[config.mk]
export PLATFORM = sky130hd
export DESIGN_NAME = cfg_write_guard
export DESIGN_NICKNAME = d
export VERILOG_FILES = /design/src/rtl/cwg_pkg.sv /design/src/rtl/cwg_frame.sv /design/src/rtl/cwg_latches.sv /design/src/rtl/cfg_write_guard.sv
export SDC_FILE = /design/constraint.sdc
export NUM_CORES = 1
export LEC_CHECK = 0
export ABC_AREA = 1
export BUFFER_PORTS_ARGS = -buffer_cell sky130_fd_sc_hd__buf_2
export CORE_MARGIN = 3
export CORE_UTILIZATION = 56
export DETAILED_ROUTE_END_ITERATION = 8
export HOLD_SLACK_MARGIN = 0.12
export PLACE_DENSITY = 0.86
export SLEW_MARGIN = 15
export SYNTH_ARGS = -nofsm -noshare
export SYNTH_HDL_FRONTEND = slang
export SYNTH_SLANG_ARGS = --single-unit
[constraint.sdc]
create_clock -name clk -period 2.49 [get_ports clk]
set_input_delay 0.498 -clock clk [delete_from_list [all_inputs] [get_ports clk]]
set_output_delay 0.498 -clock clk [all_outputs]
set_load 0.05 [all_outputs]
[src/rtl/cwg_pkg.sv]
package cwg_pkg;
   typedef enum logic [2:0] {
      FS_IDLE, FS_SLAVE, FS_ADDR, FS_DATA, FS_DONE, FS_SKIP
   } frame_st_t;

   typedef enum logic [1:0] {
      TGT_NONE, TGT_CTRL, TGT_SET, TGT_RST
   } target_t;

   localparam int unsigned WD_HI_BIT  = 7;
   localparam int unsigned WD_LO_BIT  = 4;
   localparam int unsigned RWEL_BIT   = 2;
   localparam int unsigned WEL_BIT    = 1;
endpackage

[src/rtl/cwg_frame.sv]
module cwg_frame
   import cwg_pkg::*;
#(
   parameter int unsigned        ADDR_W    = 9,
   parameter logic [3:0]         CTRL_ID   = 4'hB,
   parameter logic [ADDR_W-1:0]  CTRL_ADDR = '1,
   parameter logic [7:0]         TRIP_ID   = 8'hA0,
   parameter logic [7:0]         SET_ADDR  = 8'h01,
   parameter logic [7:0]         RST_ADDR  = 8'h03,
   parameter bit                 TRIP_EN   = 1'b1
) (
   input  logic       clk,
   input  logic       rst_n,
   input  logic       ev_start,
   input  logic       ev_stop,
   input  logic       ev_byte,
   input  logic [7:0] byte_in,
   output logic       ack_o,
   output logic       fin_ctrl_o,
   output logic       fin_set_o,
   output logic       fin_rst_o,
   output logic [7:0] data_o
);
   localparam int unsigned HI_W = ADDR_W - 8;

   generate
      if (ADDR_W < 9 || ADDR_W > 11) begin : g_bad_addr_w
         $error("cwg_frame: ADDR_W must lie in 9..11");
      end
   endgenerate

   frame_st_t        st_q;
   target_t          tgt_q;
   logic             is_ctrl_q;
   logic [HI_W-1:0]  hi_q;
   logic [7:0]       data_q;
   logic             ack_q;
   logic             ctrl_hit;
   logic             trip_hit;

   assign ctrl_hit = (byte_in[7:4] == CTRL_ID) && !byte_in[0];

   generate
      if (TRIP_EN) begin : g_trip_dec
         assign trip_hit = (byte_in == TRIP_ID);
      end else begin : g_no_trip_dec
         assign trip_hit = 1'b0;
      end
   endgenerate

   always_ff @(posedge clk or negedge rst_n) begin
      if (!rst_n) begin
         st_q      <= FS_IDLE;
         tgt_q     <= TGT_NONE;
         is_ctrl_q <= 1'b0;
         hi_q      <= '0;
         data_q    <= '0;
         ack_q     <= 1'b0;
      end else begin
         ack_q <= 1'b0;
         if (ev_start) begin
            st_q  <= FS_SLAVE;
            tgt_q <= TGT_NONE;
         end else if (ev_stop) begin
            st_q <= FS_IDLE;
         end else if (ev_byte) begin
            unique case (st_q)
               FS_SLAVE: begin
                  if (ctrl_hit) begin
                     is_ctrl_q <= 1'b1;
                     hi_q      <= byte_in[HI_W:1];
                     ack_q     <= 1'b1;
                     st_q      <= FS_ADDR;
                  end else if (trip_hit) begin
                     is_ctrl_q <= 1'b0;
                     ack_q     <= 1'b1;
                     st_q      <= FS_ADDR;
                  end else begin
                     st_q <= FS_SKIP;
                  end
               end
               FS_ADDR: begin
                  ack_q <= 1'b1;
                  if (is_ctrl_q && ({hi_q, byte_in} == CTRL_ADDR)) begin
                     tgt_q <= TGT_CTRL;
                     st_q  <= FS_DATA;
                  end else if (!is_ctrl_q && byte_in == SET_ADDR) begin
                     tgt_q <= TGT_SET;
                     st_q  <= FS_DATA;
                  end else if (!is_ctrl_q && byte_in == RST_ADDR) begin
                     tgt_q <= TGT_RST;
                     st_q  <= FS_DATA;
                  end else begin
                     st_q <= FS_SKIP;
                  end
               end
               FS_DATA: begin
                  ack_q  <= 1'b1;
                  data_q <= byte_in;
                  st_q   <= FS_DONE;
               end
               FS_DONE: st_q <= FS_SKIP;
               default: st_q <= st_q;
            endcase
         end
      end
   end

   logic closing;
   assign closing    = ev_stop && !ev_start && (st_q == FS_DONE);
   assign fin_ctrl_o = closing && (tgt_q == TGT_CTRL);
   assign fin_set_o  = closing && (tgt_q == TGT_SET);
   assign fin_rst_o  = closing && (tgt_q == TGT_RST);
   assign data_o     = data_q;
   assign ack_o      = ack_q;

   // acknowledge only ever answers a byte event
   p_ack_slot_r2: assert property (@(posedge clk) disable iff (!rst_n)
      ack_o |-> $past(ev_byte));

   // a byte after the accepted data byte is never acknowledged
   p_one_data_r7: assert property (@(posedge clk) disable iff (!rst_n)
      (ev_byte && !ev_start && !ev_stop && st_q == FS_DONE) |=> !ack_o);

   // a start always reopens the frame at the slave byte
   p_restart_r12: assert property (@(posedge clk) disable iff (!rst_n)
      ev_start |=> (st_q == FS_SLAVE));
endmodule

[src/rtl/cwg_latches.sv]
module cwg_latches
   import cwg_pkg::*;
#(
   parameter logic [1:0] WD_INIT = 2'b00
) (
   input  logic       clk,
   input  logic       rst_n,
   input  logic       fin_ctrl,
   input  logic [7:0] data_in,
   input  logic       wp_in,
   output logic       wel_o,
   output logic       rwel_o,
   output logic [1:0] wd_o,
   output logic       commit_o
);
   logic       wel_q, rwel_q, commit_q;
   logic [1:0] wd_q;
   logic       is_zero;

   assign is_zero = (data_in == 8'h00);

   always_ff @(posedge clk or negedge rst_n) begin
      if (!rst_n) begin
         wel_q    <= 1'b0;
         rwel_q   <= 1'b0;
         wd_q     <= WD_INIT;
         commit_q <= 1'b0;
      end else begin
         commit_q <= 1'b0;
         if (fin_ctrl) begin
            if (rwel_q && !data_in[RWEL_BIT]) begin
               if (!wp_in) begin
                  wd_q     <= {data_in[WD_HI_BIT], data_in[WD_LO_BIT]};
                  commit_q <= 1'b1;
                  rwel_q   <= 1'b0;
                  if (is_zero) wel_q <= 1'b0;
               end
            end else if (data_in[RWEL_BIT]) begin
               if (data_in[WEL_BIT] && wel_q) rwel_q <= 1'b1;
            end else if (data_in[WEL_BIT]) begin
               wel_q <= 1'b1;
            end else if (is_zero) begin
               wel_q <= 1'b0;
            end
         end
      end
   end

   assign wel_o    = wel_q;
   assign rwel_o   = rwel_q;
   assign wd_o     = wd_q;
   assign commit_o = commit_q;

   // the second latch only rises on top of the first
   p_rwel_order_r5: assert property (@(posedge clk) disable iff (!rst_n)
      $rose(rwel_o) |-> $past(wel_o));

   // watchdog bits move only together with a commit strobe
   p_wd_commit_r6: assert property (@(posedge clk) disable iff (!rst_n)
      !$stable(wd_o) |-> commit_o);

   // commit strobe lasts one clock
   p_commit_pulse_r8: assert property (@(posedge clk) disable iff (!rst_n)
      commit_o |=> !commit_o);

   // nothing commits while protect was high
   p_wp_block_r9: assert property (@(posedge clk) disable iff (!rst_n)
      commit_o |-> !$past(wp_in));
endmodule

[src/rtl/cfg_write_guard.sv]
module cfg_write_guard #(
   parameter int unsigned        ADDR_W    = 9,
   parameter logic [3:0]         CTRL_ID   = 4'hB,
   parameter logic [ADDR_W-1:0]  CTRL_ADDR = '1,
   parameter logic [7:0]         TRIP_ID   = 8'hA0,
   parameter logic [7:0]         SET_ADDR  = 8'h01,
   parameter logic [7:0]         RST_ADDR  = 8'h03,
   parameter bit                 TRIP_EN   = 1'b1,
   parameter logic [1:0]         WD_INIT   = 2'b00
) (
   input  logic       clk,
   input  logic       rst_n,
   input  logic       ev_start,
   input  logic       ev_stop,
   input  logic       ev_byte,
   input  logic [7:0] rx_byte,
   input  logic       wp_in,
   input  logic       hv_in,
   output logic       ack_o,
   output logic       wel_o,
   output logic       rwel_o,
   output logic [1:0] wd_o,
   output logic       commit_o,
   output logic       set_trip_o,
   output logic       reset_trip_o
);
   logic       fin_ctrl, fin_set, fin_rst;
   logic [7:0] frame_data;

   cwg_frame #(
      .ADDR_W(ADDR_W), .CTRL_ID(CTRL_ID), .CTRL_ADDR(CTRL_ADDR),
      .TRIP_ID(TRIP_ID), .SET_ADDR(SET_ADDR), .RST_ADDR(RST_ADDR),
      .TRIP_EN(TRIP_EN)
   ) u_frame (
      .clk(clk), .rst_n(rst_n),
      .ev_start(ev_start), .ev_stop(ev_stop), .ev_byte(ev_byte),
      .byte_in(rx_byte), .ack_o(ack_o),
      .fin_ctrl_o(fin_ctrl), .fin_set_o(fin_set), .fin_rst_o(fin_rst),
      .data_o(frame_data)
   );

   cwg_latches #(.WD_INIT(WD_INIT)) u_latch (
      .clk(clk), .rst_n(rst_n),
      .fin_ctrl(fin_ctrl), .data_in(frame_data), .wp_in(wp_in),
      .wel_o(wel_o), .rwel_o(rwel_o), .wd_o(wd_o), .commit_o(commit_o)
   );

   generate
      if (TRIP_EN) begin : g_trip
         logic set_q, rst_q, go;
         assign go = hv_in && (frame_data == 8'h00);
         always_ff @(posedge clk or negedge rst_n) begin
            if (!rst_n) begin
               set_q <= 1'b0;
               rst_q <= 1'b0;
            end else begin
               set_q <= fin_set && go;
               rst_q <= fin_rst && go;
            end
         end
         assign set_trip_o   = set_q;
         assign reset_trip_o = rst_q;
      end else begin : g_no_trip
         assign set_trip_o   = 1'b0;
         assign reset_trip_o = 1'b0;
      end
   endgenerate

   // trip strobes need the high voltage at the closing stop
   p_trip_hv_r10: assert property (@(posedge clk) disable iff (!rst_n)
      (set_trip_o || reset_trip_o) |-> ($past(hv_in) && $past(ev_stop)));

   // the two trip strobes never coincide
   p_trip_excl_r11: assert property (@(posedge clk) disable iff (!rst_n)
      $onehot0({set_trip_o, reset_trip_o, commit_o}));
endmodule

==> flow_summary.json, run 1 <==
{
  "path_buf_inv": 1,
  "min_path_type": "input pin to asynchronous set/reset pin",
  "worst_pin_slew_ns": 0.5029,
  "fillCellCount": 161,
  "cp_max_fo": 3,
  "syn_to_final_growth_pct": 13.08,
  "period_needed_ns": 1.471,
  "p_seq_frac": 0.613,
  "net-switching-power_mw": 0.1694,
  "reg2reg_depth": 5,
  "synth_area_mm2": 0.001244,
  "initial_core_util": 0.6151,
  "dp_hpwl_um": 1898,
  "ys_seq_area_frac": 0.4628,
  "vias_per_cell": 5.112,
  "numPortBuffers": 22,
  "grt_max_degree": 24,
  "cts_setup_buffers": 0,
  "syn_inst": 171,
  "clockBufferDepth": 2,
  "synthXorXnorAreaFrac": 0,
  "crit_type": "register to primary output",
  "clock_sinks": 23,
  "synth_seq_cells": 23,
  "leakagePower_nw": 0.7952,
  "cts.clk_slew.worst_paths_ns": 0.13,
  "route.detailed.drc": 0,
  "final_cell_mix": "56 x nand2_1, 27 x nor2_1, 23 x dfrtp_1",
  "finalNetCount": 212,
  "p_clk_frac": 0.278,
  "netlist.area_leader.share": 0.4628,
  "cpPeakStageDelay_ns": 0.39,
  "rr_startpoint": "u_frame.st_q[2]$_DFFE_PN0P_",
  "synthMuxAreaShare": 0.01207,
  "clockRootBuffer": "clkbuf_4",
  "arrival_ns": 0.97,
  "yosys.area_share.simple": 0.3561,
  "tns_ns": 0,
  "regArea_um2": 575.6,
  "synth_top_family_by_area": "simple AND/OR/NAND/NOR gates",
  "peakVddDrop_v": 0.0002794,
  "routedWlPerCell_um": 11.00,
  "endpoint_kind": "primary output",
  "coreArea_mm2": 0.002022,
  "yosysTopAreaCell": "dfrtp_1",
  "grt_pass1_vias": 1020,
  "critPathLaunch": "u_latch.rwel_o$_DFFE_PN0P_",
  "crit_family": "flip-flops",
  "synthDistinctLibCells": 23,
  "start_kind": "register",
  "die-area_mm2": 0.002822,
  "sw_frac_of_total": 0.2668,
  "grt_pass1_wl_um": 4036,
  "skew_ns": 0.003628,
  "layout-drive-gt1-share": 0.1888,
  "antenna_found_initial": 0,
  "drt_wl_total_um": 2454,
  "die_y_um": 53.13,
  "cp_slowest_cell": "dfrtp_1",
  "ios": 23,
  "ff2ff_setup_slack_ns": 1.12,
  "clock.fmax_mhz": 679.7,
  "track_usage": 0.1967,
  "rsz0062_at_grt": "no",
  "die_w_um": 53.13,
  "cts_tree": "done",
  "syn_area_per_cell_um2": 7.273,
  "status": "completed",
  "hold_buffers": 0,
  "insertion_delay_ns": 0.31,
  "ys.warnings.count": 0,
  "cap_violations": 0,
  "comb_power_share": 0.109,
  "syn-num-nets": 186,
  "dr.pass1.iters": 4,
  "whs_ns": 0.1277,
  "required_ns": 1.99,
  "critical_path.cell_chain": "buf_2",
  "fin_crit_sh": 0.5909,
  "h-tree-depth": 1,
  "finalSetupViolCount": 0,
  "intPower_mw": 0.4653,
  "worstSetupPathDepth": 1,
  "cts_resized": 0,
  "drt_iter0_drc": 47,
  "synth-adder-area-share": 0,
  "vias": 1140,
  "num_rows": 16,
  "grt-ovfl-total": 0,
  "place_congestion": 0.8667,
  "hold_violations": 0,
  "multi_input_area_um2": 565.5,
  "synth_compound_area_frac": 0.08652,
  "power.density_mw_per_mm2": 451.3,
  "final_max_slew_viol_count": 0,
  "n_antenna_cell": 0,
  "synthTopCellsByArea": "dfrtp_1 46%, nand2_1 17%, nor2_1 8.1%",
  "mostFrequentLayoutCell": "nand2_1",
  "numCtsBuffers": 3,
  "ant_nets": 0,
  "slew_headroom": 0.6648
}
-- final cells by class --
cell class,instances,area share
Sequential cell,23,0.4093
Multi-Input combinational cell,123,0.4021
Timing Repair Buffer,22,0.07829
Inverter,24,0.06495
Tap cell,27,0.02402
Clock buffer,3,0.01601
Clock inverter,1,0.005338
-- registers in the layout, indices dropped and copies added, names as in the netlist, 2 cells and up --
name	count
u_latch.wd_o	2
u_frame.st_q	3
u_frame.tgt_q	2
u_frame.data_o	8
-- metal layers --
metal | vias up | part of all wire | GRT usage
li1 | 590 | - | -
met1 | 504 | 0.43 | 0.2224
met2 | 40 | 0.49 | 0.3492
met3 | 6 | 0.059 | 0.03099
met4 | 0 | 0.021 | 0.1064
met5 | - | 0 | 0
-- worst paths after layout --
check	endpoint
min	u_frame.data_o[5]$_DFFE_PN0P_
min reg2reg	u_latch.wd_o[1]$_DFFE_PN0P_
min in group clk	set_trip_o$_DFF_PN0_
max	rwel_o
max reg2reg	u_frame.data_o[5]$_DFFE_PN0P_
max in group asynchronous	u_frame.st_q[0]$_DFFE_PN0P_
-- synth_stat cells, drive strengths merged --
master	number
mux2	1
a21oi	2
o22ai	1
o21ai	14
nand3b	1
dfrtp	23
clkinv	1
a31oi	1
buf	1
nand3	11
nand2	58
inv	23
nand4	4
nor2	28
nor3	2
-- stage by stage --
| step | setup slack (ns) | instances | total power, mW | instance area, um^2 | util |
|---|---|---|---|---|---|
| after global routing | 0.9372 | 223 | 0.6668 | 1406 | 0.6955 |
| after CTS | 1.007 | 223 | 0.6386 | 1406 | 0.6955 |
| final | 1.019 | 223 | 0.6347 | 1406 | 0.6955 |
| after floorplan | 1.141 | 171 | 0.4331 | 1244 | - |
| after global placement | 0.9575 | 219 | 0.4611 | 1376 | 0.6807 |
| after detailed placement | 0.8964 | 219 | 0.4648 | 1376 | 0.6807 |
-- power by group through the flow --
stage	clock network (mW)	registers [mW]	logic, mW
after floorplan	0	0.394	0.0386
after global placement	0	0.395	0.0658
after detailed placement	0	0.396	0.0688
after CTS	0.180	0.389	0.0696
after global routing	0.197	0.391	0.0795
final	0.176	0.389	0.0695
-- kinds of logic after synthesis --
family                 count (synthesis)
buffers and inverters                 25
muxes                                  1
DFF                                   23
and+or+nand+nor                      104
AOI/OAI and AO/OA                     18
Power figures use the tool's default switching activity.
==> run 2: changes to the inputs <==
CORE_UTILIZATION = 49   (was 56)
PLACE_DENSITY = 0.8   (was 0.86)
clock period = 1.3 ns   (was 2.49 ns; I/O delays follow)
==> run 2 against run 1 <==
Net effect: the run now ends with negative setup slack left; sequential cell count stayed put; non-clock buffer count grew 10; count of clock-buffer cells in the layout unchanged; combinational power up 130%; total power is 97% higher; via count increased by 8.6%; first-iteration DRC count decreased by 38%; cell count rose by 4.9%; clock power grew 93%; die area rose by 13%.
==> flow_summary.json, run 2 (same netlist as run 1, synthesis figures left out) <==
{
  "status": "finished, violations left",
  "violations": "negative setup slack",
  "grt_pass1_vias": 1171,
  "numCtsBuffers": 3,
  "antenna_found_initial": 0,
  "place_congestion": 0.8852,
  "numPortBuffers": 22,
  "peakVddDrop_v": 0.0005632,
  "period_needed_ns": 1.355,
  "ant_nets": 0,
  "num_rows": 17,
  "grt_max_degree": 24,
  "grt-ovfl-total": 0,
  "clock.fmax_mhz": 738.2,
  "die_y_um": 56.38,
  "grt_pass1_wl_um": 4788,
  "critical_path.cell_chain": "nor2_2 > nand2_2 > nor2_4 > nand4_1 > nand2_1 > o21ai_1",
  "finalSetupViolCount": 3,
  "clockRootBuffer": "clkbuf_4",
  "drt_iter0_drc": 29,
  "pre_cts_ws_ns": -0.0003855,
  "layout-drive-gt1-share": 0.2767,
  "routedWlPerCell_um": 12.56,
  "n_antenna_cell": 0,
  "die-area_mm2": 0.003179,
  "cp_max_fo": 6,
  "insertion_delay_ns": 0.32,
  "largest_reg_flops": 8,
  "fin_crit_sh": 1.042,
  "stdcell_area_mm2": 0.001513,
  "regArea_um2": 579.3,
  "drt_wl_total_um": 2938,
  "leakagePower_nw": 0.8417,
  "final_max_slew_viol_count": 0,
  "required_ns": 1.52,
  "setup_ws_ns": -0.05471,
  "cp_slowest_cell": "dfrtp_2",
  "vias_per_cell": 5.291,
  "final_cell_mix": "55 x nand2_1, 23 x nor2_1, 22 x buf_2",
  "tns_ns": -0.1107,
  "hold_violations": 0,
  "start_kind": "register",
  "cap_violations": 0,
  "route.detailed.drc": 0,
  "dr.pass1.iters": 4,
  "cts_tree": "done",
  "mostFrequentLayoutCell": "nand2_1",
  "multi_input_area_um2": 591.8,
  "clock_sinks": 23,
  "syn_to_final_growth_pct": 21.63,
  "crit_type": "register to register",
  "ios": 23,
  "power.density_mw_per_mm2": 826.0,
  "track_usage": 0.1931,
  "dp_hpwl_um": 2185,
  "fillCellCount": 204,
  "final_util": 0.6525,
  "skew_ns": 0.002935,
  "endpoint_kind": "register",
  "rsz0062_at_grt": "yes",
  "h-tree-depth": 1,
  "worst_pin_slew_ns": 0.5085,
  "initial_core_util": 0.5364,
  "place_area_mm2": 0.001431,
  "min_path_type": "input pin to register",
  "cts.clk_slew.worst_paths_ns": 0.13,
  "finalNetCount": 222,
  "cpPeakStageDelay_ns": 0.47,
  "slew_headroom": 0.6610,
  "die_w_um": 56.38,
  "clockBufferDepth": 2,
  "arrival_ns": 1.57,
  "coreArea_mm2": 0.002318,
  "vias": 1238
}
==> run 2: cell count changes in the layout (fill, tap and decap cells not counted), moves of 2 or more <==
cell / before / now
o21ai_1: 4 / 6
o21ai_0: 7 / 5
dfrtp_1: 23 / 20
nor2_2: 0 / 3
buf_4: 0 / 9
dfrtp_2: 0 / 3
nor2_1: 27 / 23
==> run 2: through the flow <==
step           power, mW  std cells  hold slack, ns
6_report           1.249        234          0.1998
5_1_grt            1.312        234          0.2044
4_1_cts            1.239        232          0.1941
3_5_place_dp      0.9025        227          0.2613
3_3_place_gp      0.8957        227          0.2502
2_1_floorplan     0.8295        171        -0.03559
==> run 2: final timing paths <==
path,start,end,slack [ns],cells past startpoint
max,u_frame.st_q[0]$_DFFE_PN0P_,u_latch.wd_o[1]$_DFFE_PN0P_,-0.05,6
min,rx_byte[4],u_frame.data_o[4]$_DFFE_PN0P_,0.20,3
max reg2reg,u_frame.st_q[0]$_DFFE_PN0P_,u_latch.wd_o[1]$_DFFE_PN0P_,-0.05,6
min reg2reg,u_latch.wd_o[1]$_DFFE_PN0P_,u_latch.wd_o[1]$_DFFE_PN0P_,0.50,2
max in group asynchronous,rst_n,u_frame.st_q[0]$_DFFE_PN0P_,0.51,2
min in group asynchronous,rst_n,u_latch.commit_o$_DFF_PN0_,0.42,2
==> run 2: final cells by class <==
cell class              count  share of cell area
clock buffers               3             0.01489
clock inverters             1            0.003309
inverters                  24             0.06038
multi-input cells         123              0.3912
flip-flops and latches     23              0.3830
well taps                  28             0.02316
repair buffers             32              0.1241
==> run 2: report_power, final <==
part           switching (mW)  total, mW  leakage, nW  internal, mW
combinational           0.101      0.163        0.521        0.0616
sequential             0.0161      0.746        0.303         0.730
clock                   0.225      0.340       0.0177         0.115
total                   0.342       1.25        0.842         0.907
==> run 2: what timing repair did <==
action / 4_1_cts / 5_1_grt
hold endpoints to repair: 23 / 0
buffers inserted: 0 / 2
gates resized for setup: 0 / 13
pin swaps: 0 / 2
hold buffers: 1 / 0
setup endpoints to repair: 1 / 15
==> run 2: metal layers <==
metal | vias up | routed length (um) | part of all wire | GRT usage
met5 | - | 0 | 0 | 0
met4 | 0 | 91 | 0.031 | 0.1051
met3 | 8 | 151 | 0.051 | 0.02989
met2 | 54 | 1504 | 0.51 | 0.3489
met1 | 570 | 1191 | 0.41 | 0.2140
li1 | 606 | - | - | -
==> run 2: worst max-delay path: cells and delay by family, from the launching register on <==
| family | cells | cell delay (ns) |
|---|---|---|
| simple gates | 5 | 0.71 |
| flops | 1 | 0.47 |
| compound gates | 1 | 0.06 |
